**src/rtl/adc_acq_pkg.sv**
```systemverilog
package adc_acq_pkg;

    localparam int BUS_AW = 4;
    localparam int BUS_DW = 8;

    // Register byte offsets
    localparam logic [BUS_AW-1:0] OFS_RES_LO  = 4'h4;
    localparam logic [BUS_AW-1:0] OFS_RES_HI  = 4'h5;
    localparam logic [BUS_AW-1:0] OFS_IRQ_CLR = 4'h8;
    localparam logic [BUS_AW-1:0] OFS_GAIN    = 4'h9;
    localparam logic [BUS_AW-1:0] OFS_SEL     = 4'hA;
    localparam logic [BUS_AW-1:0] OFS_MODE    = 4'hB;
    localparam logic [BUS_AW-1:0] OFS_SW_TRIG = 4'hC;

    typedef enum logic [2:0] {
        MODE_OFF        = 3'b000,
        MODE_SW_POLL    = 3'b001,
        MODE_PACER_POLL = 3'b010,
        MODE_PACER_INT  = 3'b110
    } acq_mode_e;

    typedef struct packed {
        logic [2:0] mode;
        logic [2:0] line_code;
        logic [3:0] sel;
        logic [1:0] gain;
    } acq_cfg_t;

    typedef struct packed {
        logic sw_trig;
        logic irq_clr;
    } acq_cmd_t;

    function automatic logic sw_enabled(input logic [2:0] mode);
        return mode == MODE_SW_POLL;
    endfunction

    function automatic logic pacer_enabled(input logic [2:0] mode);
        return (mode == MODE_PACER_POLL) || (mode == MODE_PACER_INT);
    endfunction

    // Request-line decode: 000 and 010 alias to line 2, 001 selects nothing
    function automatic logic line_valid(input logic [2:0] code);
        return code != 3'b001;
    endfunction

    function automatic logic [2:0] line_number(input logic [2:0] code);
        return (code == 3'b000) ? 3'd2 : code;
    endfunction

endpackage

```
**src/rtl/adc_cfg_regs.sv**
```systemverilog
module adc_cfg_regs
    import adc_acq_pkg::*;
(
    input  logic              clk,
    input  logic              rst,
    input  logic [BUS_AW-1:0] addr,
    input  logic              wr,
    input  logic [BUS_DW-1:0] wdata,
    output acq_cfg_t          cfg,
    output acq_cmd_t          cmd
);

    acq_cfg_t cfg_q;

    always_ff @(posedge clk) begin
        if (rst) begin
            cfg_q <= '0;
        end else if (wr) begin
            case (addr)
                OFS_GAIN: cfg_q.gain <= wdata[1:0];
                OFS_SEL:  cfg_q.sel  <= wdata[3:0];
                OFS_MODE: begin
                    cfg_q.mode      <= wdata[2:0];
                    cfg_q.line_code <= wdata[6:4];
                end
                default: ;
            endcase
        end
    end

    always_comb begin
        cmd.sw_trig = wr && (addr == OFS_SW_TRIG);
        cmd.irq_clr = wr && (addr == OFS_IRQ_CLR);
    end

    assign cfg = cfg_q;

endmodule

```
**src/rtl/adc_conv_seq.sv**
```systemverilog
module adc_conv_seq
    import adc_acq_pkg::*;
#(
    parameter int RES_W       = 12,
    parameter int CONV_CYCLES = 400
) (
    input  logic             clk,
    input  logic             rst,
    input  logic [2:0]       mode,
    input  logic             sw_trig,
    input  logic             pacer,
    input  logic [RES_W-1:0] cvt_result,
    output logic             busy,
    output logic             start,
    output logic             finish,
    output logic [RES_W-1:0] result
);

    localparam int CNT_W = (CONV_CYCLES > 1) ? $clog2(CONV_CYCLES) : 1;
    localparam logic [CNT_W-1:0] CNT_LOAD = CNT_W'(CONV_CYCLES - 1);

    logic             busy_q;
    logic             start_q;
    logic [CNT_W-1:0] cnt_q;
    logic [RES_W-1:0] res_q;
    logic             accept;

    always_comb begin
        accept = !busy_q && ((sw_trig && sw_enabled(mode)) ||
                             (pacer && pacer_enabled(mode)));
        finish = busy_q && (cnt_q == '0);
    end

    always_ff @(posedge clk) begin
        if (rst) begin
            busy_q  <= 1'b0;
            start_q <= 1'b0;
            cnt_q   <= '0;
            res_q   <= '0;
        end else begin
            start_q <= accept;
            if (accept) begin
                busy_q <= 1'b1;
                cnt_q  <= CNT_LOAD;
            end else if (finish) begin
                busy_q <= 1'b0;
                res_q  <= cvt_result;
            end else if (busy_q) begin
                cnt_q <= cnt_q - 1'b1;
            end
        end
    end

    assign busy   = busy_q;
    assign start  = start_q;
    assign result = res_q;

    AST_BUSY_COUNTS: assert property (@(posedge clk) disable iff (rst)
        busy_q && (cnt_q != '0) |=> busy_q && (cnt_q == $past(cnt_q) - 1'b1));
    AST_BUSY_ENDS: assert property (@(posedge clk) disable iff (rst)
        busy_q && (cnt_q == '0) |=> !busy_q);
    AST_START_FROM_IDLE: assert property (@(posedge clk) disable iff (rst)
        start_q |-> busy_q && !$past(busy_q));
    AST_RESULT_HELD: assert property (@(posedge clk) disable iff (rst)
        !finish |=> $stable(res_q));

endmodule

```
**src/rtl/adc_irq_ctl.sv**
```systemverilog
module adc_irq_ctl
    import adc_acq_pkg::*;
#(
    parameter int NUM_LINES = 8
) (
    input  logic                 clk,
    input  logic                 rst,
    input  logic [2:0]           mode,
    input  logic [2:0]           line_code,
    input  logic                 finish,
    input  logic                 clr,
    output logic [NUM_LINES-1:0] irq
);

    localparam int LINE_W = $clog2(NUM_LINES);

    logic       pend_q;
    logic       hit_ok;
    logic [2:0] hit_line;

    always_ff @(posedge clk) begin
        if (rst) begin
            pend_q <= 1'b0;
        end else if (clr) begin
            pend_q <= 1'b0;
        end else if (finish && (mode == MODE_PACER_INT)) begin
            pend_q <= 1'b1;
        end
    end

    always_comb begin
        hit_ok   = line_valid(line_code);
        hit_line = line_number(line_code);
    end

    for (genvar i = 0; i < NUM_LINES; i++) begin : g_line
        assign irq[i] = pend_q && hit_ok && (LINE_W'(hit_line) == LINE_W'(i));
    end

    AST_ONE_LINE: assert property (@(posedge clk) disable iff (rst)
        $onehot0(irq));
    AST_CLEAR_WINS: assert property (@(posedge clk) disable iff (rst)
        clr |=> !pend_q);
    AST_SET_ONLY_INT: assert property (@(posedge clk) disable iff (rst)
        $rose(pend_q) |-> $past(mode) == MODE_PACER_INT && $past(finish));

endmodule

```
**src/rtl/adc_acq_ctrl.sv**
```systemverilog
module adc_acq_ctrl
    import adc_acq_pkg::*;
#(
    parameter int RES_W       = 12,
    parameter int CONV_CYCLES = 400,
    parameter int NUM_LINES   = 8
) (
    input  logic                 clk,
    input  logic                 rst,
    input  logic [3:0]           bus_addr,
    input  logic                 bus_wr,
    input  logic [7:0]           bus_wdata,
    output logic [7:0]           bus_rdata,
    input  logic                 diff_mode,
    input  logic                 pacer_tick,
    output logic                 cvt_start,
    input  logic [RES_W-1:0]     cvt_result,
    output logic [3:0]           mux_sel,
    output logic [1:0]           gain_code,
    output logic [NUM_LINES-1:0] irq_req
);

    localparam int HI_W = RES_W - BUS_DW;

    acq_cfg_t         cfg;
    acq_cmd_t         cmd;
    logic             busy;
    logic             finish;
    logic [RES_W-1:0] result;
    logic [7:0]       hi_byte;

    adc_cfg_regs u_regs (
        .clk   (clk),
        .rst   (rst),
        .addr  (bus_addr),
        .wr    (bus_wr),
        .wdata (bus_wdata),
        .cfg   (cfg),
        .cmd   (cmd)
    );

    adc_conv_seq #(
        .RES_W       (RES_W),
        .CONV_CYCLES (CONV_CYCLES)
    ) u_seq (
        .clk        (clk),
        .rst        (rst),
        .mode       (cfg.mode),
        .sw_trig    (cmd.sw_trig),
        .pacer      (pacer_tick),
        .cvt_result (cvt_result),
        .busy       (busy),
        .start      (cvt_start),
        .finish     (finish),
        .result     (result)
    );

    adc_irq_ctl #(
        .NUM_LINES (NUM_LINES)
    ) u_irq (
        .clk       (clk),
        .rst       (rst),
        .mode      (cfg.mode),
        .line_code (cfg.line_code),
        .finish    (finish),
        .clr       (cmd.irq_clr),
        .irq       (irq_req)
    );

    always_comb begin
        hi_byte             = '0;
        hi_byte[HI_W-1:0]   = result[RES_W-1:BUS_DW];
        hi_byte[HI_W]       = busy;
        case (bus_addr)
            OFS_RES_LO: bus_rdata = result[BUS_DW-1:0];
            OFS_RES_HI: bus_rdata = hi_byte;
            default:    bus_rdata = '0;
        endcase
    end

    assign mux_sel   = diff_mode ? {1'b0, cfg.sel[2:0]} : cfg.sel;
    assign gain_code = cfg.gain;

    AST_DIFF_TOP_BIT: assert property (@(posedge clk) disable iff (rst)
        diff_mode |-> !mux_sel[3]);
    AST_HI_PAD_ZERO: assert property (@(posedge clk) disable iff (rst)
        (bus_addr == OFS_RES_HI) |-> (bus_rdata[7:5] == 3'b000));

endmodule

```
**config.mk**
```make
export PLATFORM = sky130hd
export DESIGN_NAME = adc_acq_ctrl
export DESIGN_NICKNAME = d
export VERILOG_FILES = /design/src/rtl/adc_acq_pkg.sv /design/src/rtl/adc_cfg_regs.sv /design/src/rtl/adc_conv_seq.sv /design/src/rtl/adc_irq_ctl.sv /design/src/rtl/adc_acq_ctrl.sv
export SDC_FILE = /design/constraint.sdc
export NUM_CORES = 1
export LEC_CHECK = 0
export ABC_AREA = 0
export BUFFER_PORTS_ARGS = -buffer_cell sky130_fd_sc_hd__buf_2
export CAP_MARGIN = 5
export CORE_ASPECT_RATIO = 0.8
export CORE_MARGIN = 2
export CORE_UTILIZATION = 40
export DETAILED_ROUTE_END_ITERATION = 16
export PLACE_DENSITY = 0.71
export RECOVER_POWER = 100
export SLEW_MARGIN = 20
export SYNTH_ARGS = -nofsm -noshare
export SYNTH_HDL_FRONTEND = slang
export SYNTH_SLANG_ARGS = --single-unit
export TNS_END_PERCENT = 5
```
**constraint.sdc**
```tcl
create_clock -name clk -period 2.5 [get_ports clk]
set_input_delay 0.25 -clock clk [delete_from_list [all_inputs] [get_ports clk]]
set_output_delay 0.25 -clock clk [all_outputs]
set_load 0.03 [all_outputs]
```
## Word level (Yosys, flattened, before mapping)

Cells that the tools add are included.

| storage, ports and cells | value |
|---|---|
| output and inout port bits | 23 |
| flip-flop bits (word level) | 36 |
| word-level logic and storage cells | 72 |

| cells by class | value |
|---|---|
| add/sub/neg operators | 1 |
| bitwise logic cells | 2 |
| equality and inequality tests | 19 |
| reductions and logical operators | 32 |
| muxes and demuxes | 8 |

Operator list:

| cell | number |
|---|---|
| $mux 9 | 3 |
| $eq 4x4->1 const B | 5 |
| $logic_and 1x1->1 | 16 |
| $pmux 8 s2 | 1 |
| $eq 3x3->1 const B | 5 |
| $reduce_and 2->1 | 6 |
| $eq 3x2->1 const B | 3 |
| $logic_not 9->1 | 1 |
| $sub 9x1->9 const B | 1 |
| $eq 4x3->1 const B | 2 |
| $eq 3x1->1 const B | 2 |
| $logic_not 3->1 | 2 |
| $mux 4 | 1 |
| $reduce_bool 2->1 | 2 |
| $reduce_or 2->1 | 2 |
| $mux 3 | 1 |
| $ne 3x1->1 const B | 1 |
| $logic_or 1x1->1 | 2 |
| $mux 1 | 2 |
| $ne 2x2->1 const B | 1 |
| $not 1->1 | 2 |
| $logic_not 1->1 | 1 |

## Longest topological paths before layout

Gate-level depths: netlist (run 1).

| logic depth | value |
|---|---|
| depth after elaboration | 7 |
| mapped depth | 8 |

## Modules after synthesis

Synthesis (run 1) repeated with hierarchy kept, for this count alone.

| unflattened totals | value |
|---|---|
| cell total of the unflattened synthesis | 206 |
| area, all modules | 1,766.7 sq um |

Modules (own cells, without submodules):

| module | cells an instance | area an instance (sq um) | times used |
|---|---|---|---|
| adc_conv_seq | 118 | 963.4 | 1 |
| adc_cfg_regs | 54 | 561.8 | 1 |
| adc_acq_ctrl | 17 | 131.4 | 1 |
| adc_irq_ctl | 17 | 110.1 | 1 |

## Worst setup path after synthesis (run 1)

No wires, ideal clock.

| path | value |
|---|---|
| path type | reg2reg |
| start point | register u_seq.cnt_q[0] |
| end point | register u_seq.res_q[10], in the netlist u_seq.result[10] |
| cell stages (with the launch flop) | 9 |
| path slack | 0.670 ns |
| arrival time | 1.702 ns |
| period minus slack after synthesis | 1.830 ns |
| path through | dfxtp_1 inv_1 ha_1 nand4bb_1 or4_1 buf_2 buf_6 mux2i_1 nor2_1 |

| on the way | value |
|---|---|
| longest elaborated chain between the ends | 3 |

Ends and longest elaborated chain:

| item | RTL line | text |
|---|---|---|
| start: declaration | adc_conv_seq.sv:24 | `logic [CNT_W-1:0] cnt_q;` |
| start signal: assignment | adc_conv_seq.sv:49 | `cnt_q <= cnt_q - 1'b1;` |
| $logic_not 9->1 | adc_conv_seq.sv:31 | `finish = busy_q && (cnt_q == '0);` |
| $logic_and 1x1->1 | adc_conv_seq.sv:31 |  |
| $reduce_and 2->1 (no line) | -- |  |
| end signal: assignment | adc_conv_seq.sv:47 | `res_q <= cvt_result;` |
| end: declaration | adc_conv_seq.sv:25 | `logic [RES_W-1:0] res_q;` |

Every way passes these cells.
A chain may end at the register's enable or synchronous reset.

## Final worst setup path (run 1)

| path | value |
|---|---|
| start point | register u_seq.cnt_q[4] |
| end point | register u_seq.cnt_q[0] |

| on the way | value |
|---|---|
| longest elaborated chain between the ends | 4 |

Ends and longest elaborated chain:

| item | RTL line |
|---|---|
| $logic_not 9->1 | adc_conv_seq.sv:31 |
| $logic_and 1x1->1 | adc_conv_seq.sv:31 |
| $ne 2x2->1 (no line) | -- |
| $reduce_and 2->1 (no line) | -- |

Every way passes these cells.

==> results of run 1 <==
## through the flow
| stage | instance area [sq um] | utilization [%] |
|---|---|---|
| after floorplan | 1720 | - |
| after global placement | 1940 | 46.7 |
| after detailed placement | 1940 | 46.7 |
| after CTS | 2070 | 49.8 |
| after global routing | 2030 | 48.9 |
| final | 2030 | 48.9 |
## logic make-up after synthesis
group	synth area share, %
AO/OA/AOI/OAI	9.04
XOR/XNOR	1.02
adder cells (fa/ha/maj)	0.729
buffers and inverters	6.85
flip-flops	42.0
multiplexers	15.7
other	0.218
AND/OR/NAND/NOR	24.4
## state kept, by name (all words and copies together), names as in the netlist
signal        flops
u_regs.cfg       12
u_seq.busy        1
u_seq.cnt_q       9
u_seq.result     12
u_seq.start       1
u_irq.pend_q      1
## worst paths after layout
kind | startpoint | to | cells past startpoint
min | cvt_result[4] | u_seq.result[4] | 3
max | u_seq.cnt_q[4] | u_seq.cnt_q[0] | 5
max reg2reg | u_seq.cnt_q[4] | u_seq.cnt_q[0] | 5
min reg2reg | u_regs.cfg[1] | u_regs.cfg[1] | 2
## area by class of cell
cell class | count | area (sq um)
clock buffers | 7 | 96.3
clock inverters | 1 | 30.0
fillers | 441 | 2120
inverters | 3 | 11.3
multi-input cells | 133 | 878
flip-flops and latches | 36 | 721
well taps | 57 | 71.3
repair buffers | 50 | 224
## routing by layer
layer | routed length, microns | part of all wire (%) | track usage, %
met5 | 0 | 0 | 0
met4 | 48 | 1.4 | 5.36
met3 | 232 | 6.8 | 5.78
met2 | 1410 | 42 | 23.2
met1 | 1700 | 50 | 20.0
## cells in the mapped netlist, types with 2 or more instances
master,number,share of area (%)
buf_6,2,1.3
o31ai_1,3,1.3
clkbuf_1,6,1.3
mux2i_1,27,16
nand3_1,4,1.2
nor3_1,4,1.2
xnor2_1,2,1.0
nor2_1,35,7.7
nand2b_1,3,1.1
o211a_1,2,1.2
and3b_1,2,1.0
buf_4,7,3.1
o21ai_0,3,0.87
or3_1,2,0.73
a21oi_1,8,2.3
nor3b_1,2,0.87
dfxtp_1,36,42
and2_1,3,1.1
nand2_1,9,2.0
inv_1,3,0.66
## power groups by stage
stage | sequential (mW) | combinational (mW) | clock (mW)
after global placement | 0.595 | 0.0716 | 0
after detailed placement | 0.595 | 0.0724 | 0
after global routing | 0.582 | 0.0790 | 0.593
final | 0.582 | 0.0711 | 0.555
after floorplan | 0.594 | 0.0461 | 0
after CTS | 0.582 | 0.0725 | 0.568
## critical path, delay by kind of cell, from the launching register on
family / cells / cell delay, ns
simple gates: 2 / 0.91
compound gates: 2 / 0.39
buf+inv: 1 / 0.33
flops: 1 / 0.35
==> flow_metrics.env, run 1 <==
export IMPL_status="complete, no violations"
export IMPL_slew_headroom_pct=51.9
export IMPL_synth_edff_count=0
export IMPL_dr_pass1_iters=4
export IMPL_cts_root_buf="clkbuf_8"
export IMPL_p_int_mw=0.960
export IMPL_final_cell_mix="dfxtp_1 (36), nor2_1 (35), mux2i_1 (27)"
export IMPL_maxSlewViolCount=0
export IMPL_fin_ws_ns=0.426
export IMPL_ys_seq_area_share_pct=42.0
export IMPL_ys_ff_latch=36
export IMPL_track_usage_pct=15.3
export IMPL_ys_types=45
export IMPL_grt_pass1_vias=1407
export IMPL_netlist_area_sq_um=1720
export IMPL_diodes=0
export IMPL_hold_violations=0
export IMPL_p_comb_share_pct=5.9
export IMPL_clk_latency_ns=0.29
export IMPL_num_rows=21
export IMPL_die_width_microns=77.2
export IMPL_tightestPinTransition_ns=0.712
export IMPL_rsz0062_at_grt="no"
export IMPL_cts_resized=0
export IMPL_cts_made_buffers=5
export IMPL_timing_critical_path_cells="or3_4, or4_1, clkbuf_2, o211a_1, o21a_1"
export IMPL_crit_required_ns=2.69
export IMPL_synth_flop_cell="dfxtp_1"
export IMPL_die_h_microns=62.6
export IMPL_seq_power_share_pct=48.2
export IMPL_worstPathMaxFanout=15
export IMPL_setup_worst_path_class="flip-flop to flip-flop"
export IMPL_postCtsSetupBuffers=0
export IMPL_powerDensity_nw_per_um2=595
export IMPL_fin_nets=259
export IMPL_layout_commonest_cell="dfxtp_1"
export IMPL_cellLeakagePower_nw=0.913
export IMPL_start_kind="flip-flop"
export IMPL_grt_max_degree=35
export IMPL_fin_cells=287
export IMPL_reg2reg_slack_ns=0.43
export IMPL_end_kind="flip-flop"
export IMPL_hpwl_mm=2.45
export IMPL_vdd_drop_max_mv=0.351
export IMPL_postSynthCellCount=188
export IMPL_clkPwrFrac_pct=46.0
export IMPL_dieArea_sq_um=4830
export IMPL_cts_tree="done"
export IMPL_setup_tns_ns=0
export IMPL_holdWs_ns=0.188
export IMPL_routed_wl_mm=3.39
export IMPL_syn_area_per_cell_sq_um=9.13
export IMPL_place_congestion=0.755
export IMPL_grt_overflow_total=0
export IMPL_ctsHoldBuffers=0
export IMPL_max_clock_freq_ghz=0.482
export IMPL_slowest_stage="or4_1"
export IMPL_yosysWarningCount=0
export IMPL_hp_class="primary input to flip-flop"
export IMPL_dr_first_iter_drc_count=48
export IMPL_fin_crit_sh_pct=82.9
export IMPL_maxCapViolCount=0
export IMPL_async_reset_ff_share_pct=0
export IMPL_io_buffers=48
export IMPL_drc=0
export IMPL_cp_arrival_ns=2.26
export IMPL_clk_path_buf_depth=2
export IMPL_io_pins=52
export IMPL_core_area_sq_um=4150
export IMPL_area_growth_synth_to_final_pct=18.4
export IMPL_total_power_mw=1.21
export IMPL_place_ws_ns=0.498
export IMPL_grt_pass1_wl_mm=5.97
export IMPL_antenna_left=0
export IMPL_period_minus_slack_ns=2.07
export IMPL_clk_pin_slew_ns=0.07
export IMPL_h_tree_depth=2
export IMPL_finalClockSkew_ns=0.00519
export IMPL_p_sw_mw=0.248
export IMPL_setup_violations=0
export IMPL_cts_sinks=36
export IMPL_switching_share_pct=20.5
export IMPL_grt_antenna_before_repair=0
export IMPL_final_layout_size_suffix_gt1_share_pct=19.1
export IMPL_crit_path_max_incr_delay_ns=0.48
export IMPL_viasPerCell=4.89
export IMPL_vias=1404
export IMPL_placed_cells=279
export IMPL_wl_per_cell_microns=11.8
export IMPL_initial_utilization_pct=41.4
Note: power is estimated with default switching activity, not from simulation.
==> run 2, diff against run 1 <==
Settings changed: ABC_AREA 0 to 1, PLACE_DENSITY 0.71 to 0.73.
Clock period 2.5 ns to 1.7 ns, I/O delays scaled along.
==> run 2 against run 1 <==
Against the previous run:
- die area is 3.1% higher
- design area rose by 3.2%
- worst hold slack lost 0.12 ns
- sequential power increased by 48%
- setup slack worse by 0.26 ns
- sequential share of layout area shrank 1.1 points
- routed wire length increased by 3.5%
- non-clock buffer count rose by 1
- critical endpoint is now u_seq.cnt_q[4]
==> flow_metrics.env, run 2 <==
export IMPL_h_tree_depth=2
export IMPL_antenna_left=0
export IMPL_wl_met1_mm=1.80
export IMPL_postSynthCellCount=251
export IMPL_synth_flop_cell="dfxtp_1"
export IMPL_clk_pin_slew_ns=0.07
export IMPL_dr_pass1_iters=4
export IMPL_fill_cells=448
export IMPL_setup_worst_path_class="flip-flop to flip-flop"
export IMPL_ys_seq_area_share_pct=40.6
export IMPL_wl_met3_microns=167
export IMPL_initial_utilization_pct=41.9
export IMPL_cellLeakagePower_nw=0.934
export IMPL_yosysWarningCount=0
export IMPL_wl_per_cell_microns=9.89
export IMPL_grt_pass1_vias=1372
export IMPL_synth_edff_count=0
export IMPL_hp_class="primary input to flip-flop"
export IMPL_async_reset_ff_share_pct=0
export IMPL_wl_met2_mm=1.52
export IMPL_timing_critical_path_cells="inv_1, ha_1, nand2_1, nor2_1, nand3_2, nand2_4, inv_1, nand2_1, a21oi_1"
export IMPL_cts_tree="done"
export IMPL_crit_required_ns=1.88
export IMPL_slowest_stage="dfxtp_1"
export IMPL_setup_violations=0
export IMPL_grt_overflow_total=0
export IMPL_maxSlewViolCount=0
export IMPL_rsz0062_at_grt="no"
export IMPL_final_area_sq_um=2100
export IMPL_vdd_drop_max_mv=0.660
export IMPL_cts_root_buf="clkbuf_8"
export IMPL_grt_antenna_before_repair=0
export IMPL_grt_pass1_wl_mm=5.95
export IMPL_vias=1643
export IMPL_layout_commonest_cell="inv_1"
export IMPL_synthDominantCellAreaShare_pct=40.6
export IMPL_cts_resized=0
export IMPL_clk_latency_ns=0.29
export IMPL_hold_violations=0
export IMPL_grt_max_degree=25
export IMPL_clk_path_buf_depth=2
export IMPL_io_buffers=48
export IMPL_place_congestion=0.770
export IMPL_period_minus_slack_ns=1.53
export IMPL_maxCapViolCount=0
export IMPL_io_pins=52
export IMPL_max_clock_freq_ghz=0.652
export IMPL_area_growth_synth_to_final_pct=18.3
export IMPL_reg2reg_slack_ns=0.17
export IMPL_cts_sinks=36
export IMPL_worst_path_dominant_cell_family="simple AND/OR/NAND/NOR gates"
export IMPL_syn_area_per_cell_sq_um=7.06
export IMPL_core_area_sq_um=4230
export IMPL_top_layer="met4"
export IMPL_fin_nets=327
export IMPL_fin_crit_sh_pct=90.3
export IMPL_diodes=0
export IMPL_dieArea_sq_um=4980
export IMPL_end_kind="flip-flop"
export IMPL_drc=0
export IMPL_die_h_microns=63.5
export IMPL_die_width_microns=78.4
export IMPL_ys_top_cells_by_count="inv_1 (40), dfxtp_1 (36), nand2_1 (36)"
export IMPL_powerDensity_nw_per_um2=834
export IMPL_dpl_cell_area_sq_um=2010
export IMPL_crit_path_max_incr_delay_ns=0.31
export IMPL_dr_first_iter_drc_count=59
export IMPL_worstPathMaxFanout=9
export IMPL_viasPerCell=4.63
export IMPL_netlist_top_cells_area="dfxtp_1 (41%), inv_1 (8.5%), nand2_1 (7.6%)"
export IMPL_final_layout_size_suffix_gt1_share_pct=16.4
export IMPL_track_usage_pct=14.9
export IMPL_netlist_area_sq_um=1770
export IMPL_num_rows=21
export IMPL_ys_types=28
export IMPL_start_kind="flip-flop"
export IMPL_setup_tns_ns=0
export IMPL_final_cell_mix="inv_1 (40), nand2_1 (36), dfxtp_1 (36)"
export IMPL_hpwl_mm=2.66
export IMPL_path_buf_inv=2
export IMPL_cp_arrival_ns=1.71
export IMPL_yosysMostFrequentCell="inv_1"
export IMPL_cts_made_buffers=5
export IMPL_ys_ff_latch=36
export IMPL_routed_wl_mm=3.51
export IMPL_status="complete, no violations"
export IMPL_synth_top_cell_by_area="dfxtp_1"
export IMPL_finalClockSkew_ns=0.00643
run 2: changes by cell type in the layout (fill, tap and decap cells not counted), moves of 5 or more:
| cell | previous run | this run |
|---|---|---|
| nand3_1 | 4 | 19 |
| o21ai_1 | 0 | 5 |
| mux2i_1 | 27 | 0 |
| o21ai_0 | 3 | 16 |
| inv_1 | 3 | 40 |
| a21oi_1 | 8 | 22 |
| nand2_1 | 9 | 36 |
| o22ai_1 | 0 | 5 |
run 2: layout make-up:
type / instances / area [sq um] / share of cell area [%]
multi-input combinational: 162 / 803 / 38.3
inverter: 41 / 154 / 7.34
timing repair buffer: 51 / 236 / 11.3
sequential: 36 / 721 / 34.4
clock inverter: 3 / 42.5 / 2.03
tap: 57 / 71.3 / 3.40
clock buffer: 5 / 68.8 / 3.28
run 2: routing by layer:
metal	global-route usage, %	up-vias
li1	-	889
met1	19.9	718
met2	22.0	32
met3	5.87	4
met4	4.82	0
met5	0	-
run 2: worst paths after layout:
check                  startpoint               to  depth (start not counted)
setup / recovery   u_seq.cnt_q[0]   u_seq.cnt_q[4]                          9
hold / removal                rst       u_seq.busy                          2
setup reg to reg   u_seq.cnt_q[0]   u_seq.cnt_q[4]                          9
hold reg to reg   u_seq.result[4]  u_seq.result[4]                          2
run 2: cells by family (layout without fill, tap and decap cells):
logic type / count (synthesis) / after routing / synth area share, %
buf+inv: 55 / 100 / 14.4
fa+ha+maj: 1 / 1 / 0.706
other cells: 1 / 2 / 0.212
compound gates: 52 / 52 / 16.2
xor+xnor: 3 / 3 / 1.48
flops: 36 / 36 / 40.6
simple gates: 103 / 104 / 26.3
run 2: worst reg2reg max path: cells and delay by family, from the launching register on:
kind | cells | cell delay, ns
simple gates | 5 | 0.62
flops | 1 | 0.31
fa+ha+maj | 1 | 0.26
buf+inv | 2 | 0.18
compound gates | 1 | 0.06
run 2: through the flow:
stage | utilization [%] | hold slack (ns) | cells | setup WS, ns | power (mW)
final | 49.6 | 0.0681 | 355 | 0.166 | 1.75
after global routing | 49.6 | 0.0732 | 355 | 0.00362 | 1.83
after CTS | 50.1 | 0.0562 | 354 | 0.125 | 1.77
after detailed placement | 47.5 | 0.367 | 346 | 0.138 | 1.03
after global placement | 47.5 | 0.366 | 346 | 0.158 | 1.03
after floorplan | - | 0.239 | 252 | 0.354 | 0.984
run 2: power breakdown:
| part | switching [mW] | leakage, nW | internal, mW |
|---|---|---|---|
| registers | 0.00708 | 0.291 | 0.855 |
| clock network | 0.301 | 0.0541 | 0.433 |
| logic | 0.0940 | 0.590 | 0.0573 |
run 2: timing repair:
item                       CTS  global route
buffers inserted             0             0
setup endpoints to repair    0             6
hold buffers                 0             0
